$ cat config.mk
export PLATFORM = sky130hd
export DESIGN_NAME = trig_unit
export DESIGN_NICKNAME = d
export VERILOG_FILES = /design/src/rtl/trig_pkg.sv /design/src/rtl/trig_sync.sv /design/src/rtl/trig_cross.sv /design/src/rtl/trig_datapath.sv /design/src/rtl/trig_control.sv /design/src/rtl/trig_unit.sv
export SDC_FILE = /design/constraint.sdc
export NUM_CORES = 1
export LEC_CHECK = 0
export ABC_CLOCK_PERIOD_IN_PS = 3700
export CAP_MARGIN = 30
export CORE_MARGIN = 5
export CORE_UTILIZATION = 55
export DETAILED_ROUTE_END_ITERATION = 7
export DONT_BUFFER_PORTS = 1
export PLACE_DENSITY = 0.7
export SLEW_MARGIN = 25
export SYNTH_ARGS = -nofsm -noshare
export SYNTH_HDL_FRONTEND = slang
export SYNTH_SLANG_ARGS = --single-unit
$ cat constraint.sdc
create_clock -name clk -period 3.7 [get_ports clk]
set_input_delay 0.37 -clock clk [delete_from_list [all_inputs] [get_ports clk]]
set_output_delay 0.37 -clock clk [all_outputs]
set_load 0.005 [all_outputs]
$ cat src/rtl/trig_pkg.sv
package trig_pkg;

  // Strobes that the control issues to the datapath delay counter
  typedef struct packed {
    logic loadDelay;  // capture delayTicks into the counter
    logic stepDelay;  // count one tick down
  } dly_ctl_t;

endpackage

$ cat src/rtl/trig_sync.sv
module trig_sync #(
  parameter int STAGES = 2
) (
  input  logic clk,
  input  logic rstN,
  input  logic din,
  output logic dout
);
  logic [STAGES-1:0] chain;

  always_ff @(posedge clk or negedge rstN) begin
    if (!rstN) chain <= '0;
    else       chain <= {chain[STAGES-2:0], din};
  end

  assign dout = chain[STAGES-1];
endmodule

$ cat src/rtl/trig_cross.sv
module trig_cross #(
  parameter int SAMPLE_W = 16
) (
  input  logic                clk,
  input  logic                rstN,
  input  logic [SAMPLE_W-1:0] sample,
  input  logic                valid,
  input  logic [SAMPLE_W-1:0] threshold,
  input  logic                polarity,
  output logic                crossEvt
);
  logic [SAMPLE_W-1:0] prevSample;
  logic                havePrev;
  logic                prevAbove;
  logic                curAbove;

  always_ff @(posedge clk or negedge rstN) begin
    if (!rstN) begin
      prevSample <= '0;
      havePrev   <= 1'b0;
    end else if (valid) begin
      prevSample <= sample;
      havePrev   <= 1'b1;
    end
  end

  assign prevAbove = (prevSample >= threshold);
  assign curAbove  = (sample >= threshold);
  assign crossEvt  = valid && havePrev &&
                     (polarity ? (prevAbove && !curAbove) : (!prevAbove && curAbove));
endmodule

$ cat src/rtl/trig_datapath.sv
module trig_datapath
  import trig_pkg::*;
#(
  parameter int NUM_CH      = 4,
  parameter int SAMPLE_W    = 16,
  parameter int DELAY_W     = 32,
  parameter int SYNC_STAGES = 2,
  localparam int CH_SEL_W   = $clog2(NUM_CH),
  localparam int DATA_W     = NUM_CH * SAMPLE_W
) (
  input  logic                clk,
  input  logic                rstN,
  input  logic [DATA_W-1:0]   sampleData,
  input  logic                sampleValid,
  input  logic                extTrigIn,
  input  logic                trigPolarity,
  input  logic                hwSourceSel,
  input  logic [CH_SEL_W-1:0] chanSel,
  input  logic [SAMPLE_W-1:0] threshold,
  input  logic [DELAY_W-1:0]  delayTicks,
  input  dly_ctl_t            dlyCtl,
  output logic                hwEdge,
  output logic                delayIsZero,
  output logic                countAtOne,
  output logic [DELAY_W-1:0]  dlyCount
);
  logic [NUM_CH-1:0] crossVec;
  logic              extSync;
  logic              extLast;
  logic              extEdge;

  // Threshold comparators, one per channel so history survives channel switches
  for (genvar i = 0; i < NUM_CH; i++) begin : g_ch
    trig_cross #(.SAMPLE_W(SAMPLE_W)) u_cross (
      .clk      (clk),
      .rstN     (rstN),
      .sample   (sampleData[i*SAMPLE_W +: SAMPLE_W]),
      .valid    (sampleValid),
      .threshold(threshold),
      .polarity (trigPolarity),
      .crossEvt (crossVec[i])
    );
  end

  // External line: synchroniser then edge detect
  trig_sync #(.STAGES(SYNC_STAGES)) u_sync (
    .clk (clk),
    .rstN(rstN),
    .din (extTrigIn),
    .dout(extSync)
  );

  always_ff @(posedge clk or negedge rstN) begin
    if (!rstN) extLast <= 1'b0;
    else       extLast <= extSync;
  end

  assign extEdge = trigPolarity ? (extLast && !extSync) : (!extLast && extSync);
  assign hwEdge  = hwSourceSel ? extEdge : crossVec[chanSel];

  // Delay counter
  always_ff @(posedge clk or negedge rstN) begin
    if (!rstN)                 dlyCount <= '0;
    else if (dlyCtl.loadDelay) dlyCount <= delayTicks;
    else if (dlyCtl.stepDelay) dlyCount <= dlyCount - DELAY_W'(1);
  end

  assign delayIsZero = (delayTicks == '0);
  assign countAtOne  = (dlyCount == DELAY_W'(1));
endmodule

$ cat src/rtl/trig_control.sv
module trig_control
  import trig_pkg::*;
(
  input  logic     clk,
  input  logic     rstN,
  input  logic     hwEdge,
  input  logic     hwEnable,
  input  logic     swTrigWr,
  input  logic     swEnable,
  input  logic     delayIsZero,
  input  logic     countAtOne,
  output dly_ctl_t dlyCtl,
  output logic     busy,
  output logic     evt,
  output logic     trigOut
);
  logic accept;

  assign evt    = (hwEnable && hwEdge) || (swEnable && swTrigWr);
  assign accept = !busy && evt;

  always_comb begin
    dlyCtl           = '0;
    dlyCtl.loadDelay = accept && !delayIsZero;
    dlyCtl.stepDelay = busy;
  end

  assign trigOut = (accept && delayIsZero) || (busy && countAtOne);

  always_ff @(posedge clk or negedge rstN) begin
    if (!rstN)                  busy <= 1'b0;
    else if (dlyCtl.loadDelay)  busy <= 1'b1;
    else if (busy && countAtOne) busy <= 1'b0;
  end
endmodule

$ cat src/rtl/trig_unit.sv
module trig_unit
  import trig_pkg::*;
#(
  parameter int NUM_CH      = 4,
  parameter int SAMPLE_W    = 16,
  parameter int DELAY_W     = 32,
  parameter int SYNC_STAGES = 2,
  localparam int CH_SEL_W   = $clog2(NUM_CH),
  localparam int DATA_W     = NUM_CH * SAMPLE_W
) (
  input  logic                clk,
  input  logic                rstN,
  input  logic [DATA_W-1:0]   sampleData,
  input  logic                sampleValid,
  input  logic                extTrigIn,
  input  logic                swTrigWr,
  input  logic                swEnable,
  input  logic                hwEnable,
  input  logic                hwSourceSel,
  input  logic                trigPolarity,
  input  logic [CH_SEL_W-1:0] chanSel,
  input  logic [SAMPLE_W-1:0] threshold,
  input  logic [DELAY_W-1:0]  delayTicks,
  output logic                trigOut
);
  dly_ctl_t           dlyCtl;
  logic               hwEdge;
  logic               delayIsZero;
  logic               countAtOne;
  logic [DELAY_W-1:0] dlyCount;
  logic               ctlBusy;
  logic               ctlEvt;

  trig_datapath #(
    .NUM_CH(NUM_CH), .SAMPLE_W(SAMPLE_W), .DELAY_W(DELAY_W), .SYNC_STAGES(SYNC_STAGES)
  ) u_dp (
    .clk         (clk),
    .rstN        (rstN),
    .sampleData  (sampleData),
    .sampleValid (sampleValid),
    .extTrigIn   (extTrigIn),
    .trigPolarity(trigPolarity),
    .hwSourceSel (hwSourceSel),
    .chanSel     (chanSel),
    .threshold   (threshold),
    .delayTicks  (delayTicks),
    .dlyCtl      (dlyCtl),
    .hwEdge      (hwEdge),
    .delayIsZero (delayIsZero),
    .countAtOne  (countAtOne),
    .dlyCount    (dlyCount)
  );

  trig_control u_ctl (
    .clk        (clk),
    .rstN       (rstN),
    .hwEdge     (hwEdge),
    .hwEnable   (hwEnable),
    .swTrigWr   (swTrigWr),
    .swEnable   (swEnable),
    .delayIsZero(delayIsZero),
    .countAtOne (countAtOne),
    .dlyCtl     (dlyCtl),
    .busy       (ctlBusy),
    .evt        (ctlEvt),
    .trigOut    (trigOut)
  );
endmodule

After elaboration in Yosys (flattened, before gate mapping)
Index checks and enable logic that the tools add are counted.
- bits in registers: 101
- bits of input ports: 123
- output and inout bits: 1
- add/subtract/negate cells: 1
- $lt $le $gt $ge: 9
- eq/ne operators: 1
- muxes and demuxes: 12
- reduce and logical (&&, ||, !) cells: 38
- operators by type and width (cell ; count):
    $ge A16 B16 Y1 ; 8
    $mux W32 ; 2
    $eq A32 B1 Y1 const B ; 1
    $logic_not A32 Y1 ; 1
    $sub A32 B1 Y32 const B ; 1
    $logic_and A1 B1 Y1 ; 21
    $logic_not A1 Y1 ; 12
    $mux W1 ; 9
    $reduce_bool A2 Y1 ; 2
    $lt A2 B3 Y1 const B ; 1
    $bmux W1 S2 ; 1
    $logic_or A1 B1 Y1 ; 2

Depth between registers and ports, before layout
Gate-level depths: netlist (run 1).
- depth in word-level cells: 13
- depth in mapped cells: 12
- gate-level depth less buffers: 11

By module
From an unflattened synthesis (run 1), not the netlist that was laid out.
- cells, all modules: 773
- area total of the unflattened synthesis: 7743.7 µm²
- by module, submodules not included (module ; times used ; cells each ; area an instance (µm²) ; seq. area each (µm²)):
    trig_cross ; 4 ; 135 ; 1400.1 ; 425.4
    trig_datapath ; 1 ; 221 ; 1984.4 ; 825.8
    trig_control ; 1 ; 10 ; 108.9 ; 25.0
    trig_sync ; 1 ; 2 ; 50.0 ; 50.0

Least setup slack after synthesis (run 1)
No wires, ideal clock.
- path kind: input to output
- from: in threshold[13]
- to: out trigOut
- arrival: 2679 ps
- required time: 3330 ps
- slack: 651 ps
- stages: 12
- cell sequence: inv_1 -> ha_1 -> and4_1 -> a31o_1 -> a221o_1 -> a21oi_1 -> mux2_4 -> a311oi_2 -> a31oi_2 -> buf_6 -> nor2_1 -> nor2_1
- word-level cells in the longest chain between the ends: 13
- elaborated cells on any way between the ends: 40
- RTL lines (element ; line ; RTL):
    start: declaration ; trig_unit.sv:22 ; input logic [SAMPLE_W-1:0] threshold,
    $ge A16 B16 Y1 (on tied branches) ; trig_cross.sv:27, trig_cross.sv:28 ;
    $logic_not A1 Y1 ; trig_cross.sv:30 ; (polarity ? (prevAbove && !curAbove) : (!prevAbove && curAbove));
    $logic_and A1 B1 Y1 ; trig_cross.sv:30 ;
    $mux W1 ; trig_cross.sv:30 ;
    $logic_and A1 B1 Y1 ; trig_cross.sv:29 ; assign crossEvt = valid && havePrev &&
    $bmux W1 S2 (*) ; trig_datapath.sv:59 ; assign hwEdge = hwSourceSel ? extEdge : crossVec[chanSel];
    $mux W1 (not written as such) (*) ; trig_datapath.sv:59 ;
    $mux W1 (*) ; trig_datapath.sv:59 ;
    $logic_and A1 B1 Y1 (*) ; trig_control.sv:19 ; assign evt = (hwEnable && hwEdge) || (swEnable && swTrigWr);
    $logic_or A1 B1 Y1 (*) ; trig_control.sv:19 ;
    $logic_and A1 B1 Y1 (*) ; trig_control.sv:20 ; assign accept = !busy && evt;
    $logic_and A1 B1 Y1 (*) ; trig_control.sv:28 ; assign trigOut = (accept && delayIsZero) || (busy && countAtOne);
    $logic_or A1 B1 Y1 (*) ; trig_control.sv:28 ;
    end: declaration ; trig_unit.sv:24 ; output logic trigOut
Every way passes the cells marked *; elsewhere a longest branch is shown, timed or not. The select of a mux whose other input is x is not followed.

Worst setup path after layout (run 1)
- from: reg u_dp.g_ch[3].u_cross.prevSample[0]
- to: out trigOut
- word-level cells in the longest chain between the ends: 13
- elaborated cells on any way between the ends: 14
- RTL lines (element ; line ; RTL):
    start: declaration ; trig_cross.sv:12 ; logic [SAMPLE_W-1:0] prevSample;
    start signal: assignment ; trig_cross.sv:22 ; prevSample <= sample;
    $ge A16 B16 Y1 (*) ; trig_cross.sv:27 ; assign prevAbove = (prevSample >= threshold);
    $logic_not A1 Y1 ; trig_cross.sv:30 ;
    $logic_and A1 B1 Y1 ; trig_cross.sv:30 ;
    $mux W1 (*) ; trig_cross.sv:30 ;
    $logic_and A1 B1 Y1 (*) ; trig_cross.sv:29 ;
    $bmux W1 S2 (*) ; trig_datapath.sv:59 ;
    $mux W1 (not written as such) (*) ; trig_datapath.sv:59 ;
    $mux W1 (*) ; trig_datapath.sv:59 ;
    $logic_and A1 B1 Y1 (*) ; trig_control.sv:19 ;
    $logic_or A1 B1 Y1 (*) ; trig_control.sv:19 ;
    $logic_and A1 B1 Y1 (*) ; trig_control.sv:20 ;
    $logic_and A1 B1 Y1 (*) ; trig_control.sv:28 ;
    $logic_or A1 B1 Y1 (*) ; trig_control.sv:28 ;
Marks and branches as above.

==> results of run 1 <==
==> worst max-delay path: cells and delay by family (launching register included) <==
| kind | cells | cell delay, ns |
|---|---|---|
| fa+ha+maj | 1 | 0.21 |
| flops | 1 | 0.36 |
| simple gates | 3 | 0.40 |
| compound gates | 5 | 1.48 |
| mux | 1 | 0.26 |
| buf+inv | 1 | 0.07 |
==> report_power, final <==
| part | switching [mW] | internal (mW) |
|---|---|---|
| combinational | 0.455 | 0.445 |
| sequential | 0.280 | 1.35 |
| clock | 0.424 | 0.455 |
==> registers in the layout (all words and copies together) (netlist names) <==
signal	count
u_dp.g_ch.u_cross.prevSample	64
u_dp.dlyCount	32
u_dp.u_sync.chain	2
u_ctl.busy	1
u_dp.extLast	1
u_dp.g_ch.u_cross.havePrev	1
==> final cells by class <==
cell class | count | area share
clock inverter | 4 | 0.00309
multi-input combinational | 555 | 0.600
tap | 180 | 0.0278
timing repair buffer | 7 | 0.0108
clock buffer | 12 | 0.0292
sequential | 101 | 0.313
inverter | 36 | 0.0167
==> cell families after synthesis <==
kind of cell | count (synthesis) | synth area share
compound gates | 175 | 0.185
xor+xnor | 28 | 0.0321
fa+ha+maj | 130 | 0.213
buf+inv | 58 | 0.0344
flops | 101 | 0.331
mux | 61 | 0.0905
simple gates | 161 | 0.114
==> worst paths after layout <==
check,cells after the start,start,to
setup / recovery,11,u_dp.g_ch[3].u_cross.prevSample[0]$_DFFE_PN0P_,trigOut
hold reg to reg,0,u_dp.u_sync.chain[0]$_DFF_PN0_,u_dp.u_sync.chain[1]$_DFF_PN0_
max in group asynchronous,2,rstN,u_dp.g_ch[3].u_cross.prevSample[12]$_DFFE_PN0P_
setup reg to reg,12,u_dp.g_ch[3].u_cross.prevSample[0]$_DFFE_PN0P_,u_dp.dlyCount[27]$_DFFE_PN0P_
hold / removal,0,extTrigIn,u_dp.u_sync.chain[0]$_DFF_PN0_
min in group asynchronous,2,rstN,u_dp.g_ch[2].u_cross.prevSample[1]$_DFFE_PN0P_
==> layer usage <==
metal	vias up	share of wire	GRT usage
met5	-	0	0
met4	0	0.020	0.0680
met3	27	0.070	0.0713
met2	130	0.47	0.378
met1	2780	0.44	0.293
li1	2719	-	-
==> per-stage QoR <==
step | setup WS [ns] | area, um^2 | util | hold slack (ns)
floorplan | 0.651 | 7630 | - | 0.0744
global placement | 0.254 | 7790 | 0.568 | 0.0784
detailed placement | 0.205 | 7790 | 0.568 | 0.0789
CTS | 0.204 | 8090 | 0.590 | 0.0330
global route | 0.0806 | 8090 | 0.590 | 0.0267
finish | 0.201 | 8090 | 0.590 | 0.0470
==> cells in the final DEF, fill, tap and decap left out, drive strengths merged, types with 2 or more instances in the layout <==
cell,instances
nand3,14
nand2b,9
xor2,9
clkinvlp,2
a2111oi,8
inv,36
nor4,13
mux2,61
or4,6
o31ai,2
o221ai,4
xnor2,19
o21ai,16
a21o,7
dfrtp,101
a311o,3
a211oi,5
ha,130
a2111o,2
clkbuf,12
a21oi,66
a21boi,4
buf,6
nand2,35
or2,5
nor2,25
a221oi,29
and3,4
and4,4
a31oi,4
nor3,16
nand4,18
a311oi,2
o21a,11
or3,7
clkinv,2
==> results.json, run 1 <==
{
  "timing.setup.tns_ns": 0,
  "avgViaCountPerCell": 6.32,
  "slew_headroom": 0.448,
  "buffer_ports.inserted": 0,
  "netlist_top_cells_area": "sky130_fd_sc_hd__dfrtp_1, sky130_fd_sc_hd__ha_1, sky130_fd_sc_hd__mux2_2",
  "tritoncts_num_sinks": 101,
  "yosys.area.top_type": "sky130_fd_sc_hd__dfrtp_1",
  "synthMostInstantiatedCell": "sky130_fd_sc_hd__ha_1",
  "critPathRequiredTime_ns": 3.33,
  "grt_start_max_net_pins": 102,
  "synthesis.instances": 714,
  "ys_flop_type": "sky130_fd_sc_hd__dfrtp_1",
  "nFillCells": 1181,
  "clkLatencyLatePin_ns": 0.36,
  "worst_pin_slew_ns": 0.828,
  "regArea_um2": 2530,
  "synth_area_um2": 7630,
  "place.gp.congestion": 0.865,
  "hold_viol_final": 0,
  "worst_hold_path_type": "primary input to flip-flop",
  "number_of_antenna_violations_at_the_first_check_in_global_routing": 0,
  "cts_htree_levels": 3,
  "io_pins": 124,
  "multi_input_combinational_cell_area_um2": 4850,
  "placedCellCount": 877,
  "fin_skew_ns": 0.0117,
  "post_layout_nonfiller_instances": 895,
  "category_of_the_worst_setup_path_launch_point": "flip-flop",
  "place.detailed.hpwl_um": 14200,
  "syn_avg_cell_area_um2": 10.7,
  "grt_setup_unrepaired": "no",
  "floorplan.initialDensity": 0.556,
  "cts_root_buf": "sky130_fd_sc_hd__clkbuf_16",
  "wire_per_inst_um": 20.6,
  "reg2reg_slack_ns": 0.33,
  "synthesis.nets": 967,
  "outcome": "completed",
  "die_y_um": 128,
  "ctsResizeCount": 0,
  "critical_path_fanouts_max": 4,
  "synthesis.yosys.warnings": 0,
  "vias": 5656,
  "path_class": "flip-flop to output port",
  "number_of_nets_at_the_end_of_the_flow": 963,
  "flow.area_growth_from_synthesis_pct": 5.98,
  "post_synth_most_frequent_cells": "sky130_fd_sc_hd__ha_1, sky130_fd_sc_hd__dfrtp_1, sky130_fd_sc_hd__a21oi_1",
  "async_flop_share": 1.00,
  "grt_pass1_vias": 5928,
  "crit_top_cell": "sky130_fd_sc_hd__nor2_1",
  "iter_0_drt_violations": 316,
  "fmax_mhz": 286,
  "drt_first_pass_iters": 5,
  "area_of_the_die_um2": 16300,
  "endpoint_kind": "output port",
  "critical_path.cell_chain": "inv_1 -> ha_1 -> nand2b_1 -> a2111o_1 -> a311o_1 -> o21a_1 -> mux2_4 -> a311oi_2 -> a31oi_4 -> nor2_1 -> nor2_1",
  "finalMaxSlewViolations": 0,
  "clock_tree.buffer_depth": 2,
  "die_width_um": 128,
  "grt-ovfl-total": 0,
  "gr_util_all_layers": 0.230,
  "route.final.wire_length_um": 18400,
  "post_cts_buffers": 0,
  "vdd.ir_drop.worst_mv": 0.248,
  "synth.yosys.seq_area_share": 0.331,
  "synth_seq_cells": 101,
  "core.rowCount": 43,
  "cts_tree": "built",
  "crit_slowest_cell": "sky130_fd_sc_hd__a2111o_1",
  "maxCapViolations": 0,
  "cts-hold-fix-buffers": 2,
  "design_power_total_mw": 3.41,
  "drive_gt1_frac": 0.176,
  "power.density_nw_per_um2": 421,
  "critical_path.max_stage_delay_ns": 0.46,
  "synth_top_area_share": 0.331,
  "critPathArrivalTime_ns": 3.13,
  "period_minus_slack_ns": 3.50,
  "antennaDiodeCount": 0,
  "yosysUniqueCellTypes": 66,
  "core-area_um2": 13700,
  "synth_enable_flop_cells": 0,
  "power.leakage_nw": 3.44,
  "period_utilization": 0.946,
  "setup_viol": 0,
  "drc_errors": 0,
  "clk_pin_slew_ns": 0.07,
  "wire_length_of_the_first_global_routing_pass_um": 30200,
  "cts_inserted_buffers": 9,
  "detail-route-antenna-nets": 0
}
No activity file was read; power rests on OpenSTA's default activity.
==> run 2: changes to the inputs <==
- HOLD_SLACK_MARGIN: default -> 0.12
- PLACE_DENSITY: 0.7 -> 0.71
==> run 2 against run 1 <==
Cell count rose by 0.78%; die area stayed put; sequential cell count unchanged; core utilization rose by 0.45 points; critical endpoint unchanged.
==> results.json, run 2 (synthesized netlist as in run 1, its figures left out) <==
{
  "design_power_total_mw": 3.43,
  "die_y_um": 128,
  "post-place-ws_ns": 0.134,
  "place.detailed.hpwl_um": 14100,
  "most-common-layout-cells": "sky130_fd_sc_hd__ha_1, sky130_fd_sc_hd__dfrtp_1, sky130_fd_sc_hd__a21oi_1",
  "critPathRequiredTime_ns": 3.33,
  "finalMaxSlewViolations": 0,
  "hold_viol_final": 0,
  "cts_htree_levels": 3,
  "power.leakage_nw": 3.49,
  "period_utilization": 0.943,
  "setup_viol": 0,
  "utilization": 0.594,
  "most_common_library_cell_in_the_layout_ignoring_fill_and_taps": "sky130_fd_sc_hd__ha_1",
  "grt.busiest_layer": "met2",
  "critical_path_fanouts_max": 4,
  "vias": 5643,
  "category_of_the_worst_setup_path_launch_point": "flip-flop",
  "detail-route-antenna-nets": 0,
  "outcome": "completed",
  "endpoint_kind": "output port",
  "period_minus_slack_ns": 3.49,
  "slew_headroom": 0.522,
  "largest_register_ff_count": 64,
  "timing.setup.tns_ns": 0,
  "die_width_um": 128,
  "vdd.ir_drop.worst_mv": 0.216,
  "worst_pin_slew_ns": 0.718,
  "placedCellCount": 883,
  "cts_inserted_buffers": 9,
  "cts-hold-fix-buffers": 3,
  "critical_path.cell_chain": "inv_1 -> ha_1 -> nand2b_1 -> a2111o_1 -> a311o_1 -> o21a_1 -> mux2_4 -> a311oi_2 -> a31oi_4 -> nor2_1 -> nor2_1",
  "clock_tree.buffer_depth": 2,
  "ctsResizeCount": 0,
  "crit_top_cell": "sky130_fd_sc_hd__nor2_1",
  "core-area_um2": 13700,
  "largest-register": "u_dp.g_ch.u_cross.prevSample",
  "core.rowCount": 43,
  "buffer_ports.inserted": 0,
  "fin_skew_ns": 0.00878,
  "maxCapViolations": 0,
  "critical_path.max_stage_delay_ns": 0.45,
  "floorplan.initialDensity": 0.556,
  "grt_setup_unrepaired": "no",
  "io_pins": 124,
  "groute.layer.met2.usage": 0.349,
  "critPathArrivalTime_ns": 3.12,
  "number_of_nets_at_the_end_of_the_flow": 970,
  "final.hold.worst_slack_ns": 0.140,
  "timing.critical_path.buf_inv": 1,
  "route.final.wire_length_um": 18200,
  "path_class": "flip-flop to output port",
  "grt-ovfl-total": 0,
  "iter_0_drt_violations": 338,
  "wire_length_of_the_first_global_routing_pass_um": 30100,
  "gr_util_all_layers": 0.230,
  "post_layout_nonfiller_instances": 902,
  "crit_slowest_cell": "sky130_fd_sc_hd__a2111o_1",
  "worst_hold_path_type": "primary input to flip-flop",
  "tritoncts_num_sinks": 101,
  "avgViaCountPerCell": 6.26,
  "drive_gt1_frac": 0.187,
  "flow.area_growth_from_synthesis_pct": 6.79,
  "met3_track_utilization_from_global_routing": 0.0654,
  "antennaDiodeCount": 0,
  "critical-path-top-delay-family": "compound AO/OA/AOI/OAI gates",
  "cts_root_buf": "sky130_fd_sc_hd__clkbuf_16",
  "grtUsageMet1": 0.315,
  "area_of_the_die_um2": 16300,
  "wire_per_inst_um": 20.2,
  "clkLatencyLatePin_ns": 0.35,
  "grt_pass1_vias": 5772,
  "instance_area_at_placement_um2": 7840,
  "power.density_nw_per_um2": 420,
  "cts_tree": "built",
  "place.gp.congestion": 0.885,
  "stdcell_area_um2": 8150,
  "number_of_antenna_violations_at_the_first_check_in_global_routing": 0,
  "fmax_mhz": 287,
  "grt_start_max_net_pins": 102,
  "drt_first_pass_iters": 5,
  "drc_errors": 0,
  "clk_pin_slew_ns": 0.07,
  "reg.largest.list": "u_dp.g_ch.u_cross.prevSample x64, u_dp.dlyCount x32, u_dp.u_sync.chain x2",
  "post_cts_buffers": 0,
  "timing.final.ws_setup_ns": 0.212
}
## run 2: path summary, 6_finish.rpt
check,cells past startpoint,from,slack [ns],end
hold / removal,2,sampleData[16],0.14,u_dp.g_ch[1].u_cross.prevSample[0]$_DFFE_PN0P_
setup reg to reg,12,u_dp.g_ch[3].u_cross.prevSample[0]$_DFFE_PN0P_,0.26,u_dp.dlyCount[30]$_DFFE_PN0P_
setup / recovery,11,u_dp.g_ch[3].u_cross.prevSample[0]$_DFFE_PN0P_,0.21,trigOut
hold reg to reg,0,u_dp.u_sync.chain[0]$_DFF_PN0_,0.36,u_dp.u_sync.chain[1]$_DFF_PN0_
min in group asynchronous,2,rstN,0.64,u_dp.g_ch[0].u_cross.prevSample[4]$_DFFE_PN0P_
max in group asynchronous,2,rstN,2.64,u_ctl.busy$_DFFE_PN0P_
## run 2: layer usage
metal	part of all wire	routed length, um	up-vias
met3	0.078	1410	29
met4	0.025	461	0
met1	0.45	8160	2703
met2	0.45	8200	158
li1	-	-	2753
met5	0	0	-
## run 2: worst register-to-register path, cell delays in order, from the launching register on
cell                       delay (ns)
sky130_fd_sc_hd__dfrtp_1         0.36
sky130_fd_sc_hd__inv_1           0.07
sky130_fd_sc_hd__ha_1            0.22
sky130_fd_sc_hd__nand2b_1        0.15
sky130_fd_sc_hd__a2111o_1        0.45
sky130_fd_sc_hd__a311o_1         0.34
sky130_fd_sc_hd__o21a_1          0.19
sky130_fd_sc_hd__mux2_4          0.26
sky130_fd_sc_hd__a311oi_2        0.30
sky130_fd_sc_hd__a311o_2         0.45
sky130_fd_sc_hd__buf_4           0.33
sky130_fd_sc_hd__a221oi_2        0.09
sky130_fd_sc_hd__a21oi_1         0.15
## run 2: cell type report
class,instances,area (um^2)
fill,1170,5570
multi-input combinational,555,4850
sequential,101,2530
clock buffer,9,225
tap,180,225
timing repair buffer,14,143
inverter,36,135
clock inverter,7,42.5
## run 2: report_power, final
part           leakage [nW]  switching, mW  internal (mW)
Clock                 0.139          0.443          0.453
Sequential             1.16          0.273           1.35
Combinational          2.19          0.456          0.452
==> run 3: changes to the inputs <==
- CTS_BUF_LIST: default -> sky130_fd_sc_hd__clkbuf_4
- PLACE_DENSITY: 0.71 -> 0.7
==> run 3 against run 2 <==
Critical path depth unchanged; combinational power grew 13%; fmax shrank 3.0%; setup slack worse by 0.11 ns; non-clock buffer count increased by 93; total power fell by 6.4%; global-route usage increased by 1.9 points; sequential share of layout area decreased by 2.9 points; register-to-register slack improved by 0.09 ns; critical path type unchanged.
==> results.json, run 3 (synthesized netlist as in run 1, its figures left out) <==
{
  "reg.largest.list": "u_dp.g_ch.u_cross.prevSample x64, u_dp.dlyCount x32, u_dp.u_sync.chain x2",
  "endpoint_kind": "output port",
  "cts_htree_levels": 3,
  "antennaDiodeCount": 0,
  "slew_headroom": 0.437,
  "path_class": "flip-flop to output port",
  "grt-ovfl-total": 0,
  "crit_slowest_cell": "sky130_fd_sc_hd__a2111o_1",
  "outcome": "completed",
  "cts_inserted_buffers": 9,
  "holdCritStartpoint": "delayTicks[0]",
  "power.density_nw_per_um2": 356,
  "critPathArrivalTime_ns": 3.23,
  "met3_wire_length_um": 1250,
  "timing.final.ws_setup_ns": 0.103,
  "category_of_the_worst_setup_path_launch_point": "flip-flop",
  "core.rowCount": 43,
  "design_power_total_mw": 3.21,
  "wire_per_inst_um": 20.0,
  "fin_skew_ns": 0.0246,
  "tritoncts_num_sinks": 101,
  "most_common_library_cell_in_the_layout_ignoring_fill_and_taps": "sky130_fd_sc_hd__ha_1",
  "gr_util_all_layers": 0.249,
  "instance_area_at_placement_um2": 7790,
  "clkLatencyLatePin_ns": 0.49,
  "final.hold.worst_slack_ns": 0.178,
  "core-area_um2": 13700,
  "largest-register": "u_dp.g_ch.u_cross.prevSample",
  "met2_wl_post_dr_um": 9420,
  "cts_tree": "built",
  "worst_pin_slew_ns": 0.845,
  "critPathRequiredTime_ns": 3.33,
  "vdd.ir_drop.worst_mv": 0.200,
  "place.gp.congestion": 0.865,
  "route.final.wire_length_um": 19900,
  "area_of_the_die_um2": 16300,
  "drc_errors": 0,
  "number_of_antenna_violations_at_the_first_check_in_global_routing": 0,
  "grt_start_max_net_pins": 102,
  "place.detailed.hpwl_um": 14200,
  "most-common-layout-cells": "sky130_fd_sc_hd__ha_1, sky130_fd_sc_hd__dfrtp_1, sky130_fd_sc_hd__dlygate4sd3_1",
  "stdcell_area_um2": 9000,
  "power.leakage_nw": 3.82,
  "post-place-ws_ns": 0.205,
  "critical_path.startpoint": "u_dp.g_ch[3].u_cross.prevSample[0]$_DFFE_PN0P_",
  "finalMaxSlewViolations": 0,
  "period_utilization": 0.972,
  "hold_viol_final": 0,
  "clk_pin_slew_ns": 0.16,
  "m1WireLength_um": 8810,
  "die_y_um": 128,
  "timing.rr.start": "u_dp.g_ch[3].u_cross.prevSample[0]$_DFFE_PN0P_",
  "largest_register_ff_count": 64,
  "critical_path_fanouts_max": 3,
  "grt_pass1_vias": 6550,
  "maxCapViolations": 0,
  "dr.max_layer_used": "met4",
  "avgViaCountPerCell": 6.17,
  "buffer_ports.inserted": 0,
  "crit_top_cell": "sky130_fd_sc_hd__nor2_2",
  "drive_gt1_frac": 0.171,
  "clock_tree.buffer_depth": 2,
  "detail-route-antenna-nets": 0,
  "io_pins": 124,
  "cts_root_buf": "sky130_fd_sc_hd__clkbuf_4",
  "floorplan.initialDensity": 0.556,
  "drt_first_pass_iters": 5,
  "vias": 6142,
  "critical_path.max_stage_delay_ns": 0.41,
  "iter_0_drt_violations": 374,
  "fmax_mhz": 278,
  "period_minus_slack_ns": 3.60,
  "worst_hold_path_type": "primary input to flip-flop",
  "flow.area_growth_from_synthesis_pct": 18.0,
  "number_of_nets_at_the_end_of_the_flow": 1063,
  "wire_length_of_the_first_global_routing_pass_um": 32900,
  "die_width_um": 128,
  "critical_path.cell_chain": "inv_2 -> ha_4 -> nand2b_4 -> a2111o_1 -> a311o_1 -> o21a_1 -> mux2_4 -> a311oi_4 -> a31oi_4 -> nor2_2 -> nor2_2",
  "setup_viol": 0
}
==> run 3: changes by cell type in the layout (fill, tap and decap cells not counted), sizes merged <==
cell         before  now
clkbuf            9   12
clkinv            7    2
clkinvlp          0    2
buf              12    9
dlygate4sd3       2   98
==> run 3: stage by stage <==
step	util	setup TNS, ns	cells
floorplan	-	0	714
global route	0.656	-0.00385	995
finish	0.656	0	995
CTS	0.652	0	993
global placement	0.568	0	877
detailed placement	0.568	0	877
==> run 3: final timing paths <==
check / cells after the start / slack [ns] / endpoint
worst max-delay path: 11 / 0.10 / trigOut
worst min-delay path: 2 / 0.18 / u_dp.dlyCount[0]$_DFFE_PN0P_
worst max register to register: 13 / 0.35 / u_dp.dlyCount[3]$_DFFE_PN0P_
worst min register to register: 0 / 0.37 / u_dp.u_sync.chain[1]$_DFF_PN0_
max in group asynchronous: 2 / 2.82 / u_dp.u_sync.chain[1]$_DFF_PN0_
min in group asynchronous: 2 / 0.46 / u_dp.g_ch[0].u_cross.prevSample[1]$_DFFE_PN0P_
==> run 3: power by group <==
group / internal [mW] / switching, mW / total, mW
combinational: 0.525 / 0.501 / 1.03
clock: 0.159 / 0.389 / 0.548
sequential: 1.35 / 0.286 / 1.63
total: 2.03 / 1.18 / 3.21
==> run 3: area by class of cell <==
cell class | count | area (um^2)
clock buffer | 12 | 90.1
fill | 1071 | 4720
inverter | 36 | 135
multi-input combinational | 555 | 4900
timing repair buffer | 107 | 1100
sequential | 101 | 2530
tap | 180 | 225
clock inverter | 4 | 25.0
==> run 3: layer usage <==
layer,vias to the layer above,track usage
li1,2932,-
met1,3017,0.326
met2,157,0.409
met3,36,0.0600
met5,-,0
met4,0,0.0780
==> run 3: critical path, delay by kind of cell, from the launching register on <==
kind	cells	cell delay [ns]
AOI/OAI and AO/OA	5	1.45
muxes	1	0.27
adders and majority gates	1	0.19
buffers and inverters	1	0.07
and+or+nand+nor	3	0.37
DFF	1	0.40
==> run 3: repair_timing <==
item,in CTS,in global routing
endpoints found under the setup margin,0,1
endpoints found under the hold margin,199,0
setup buffers,0,2
resized for setup,0,8
hold buffers,100,0
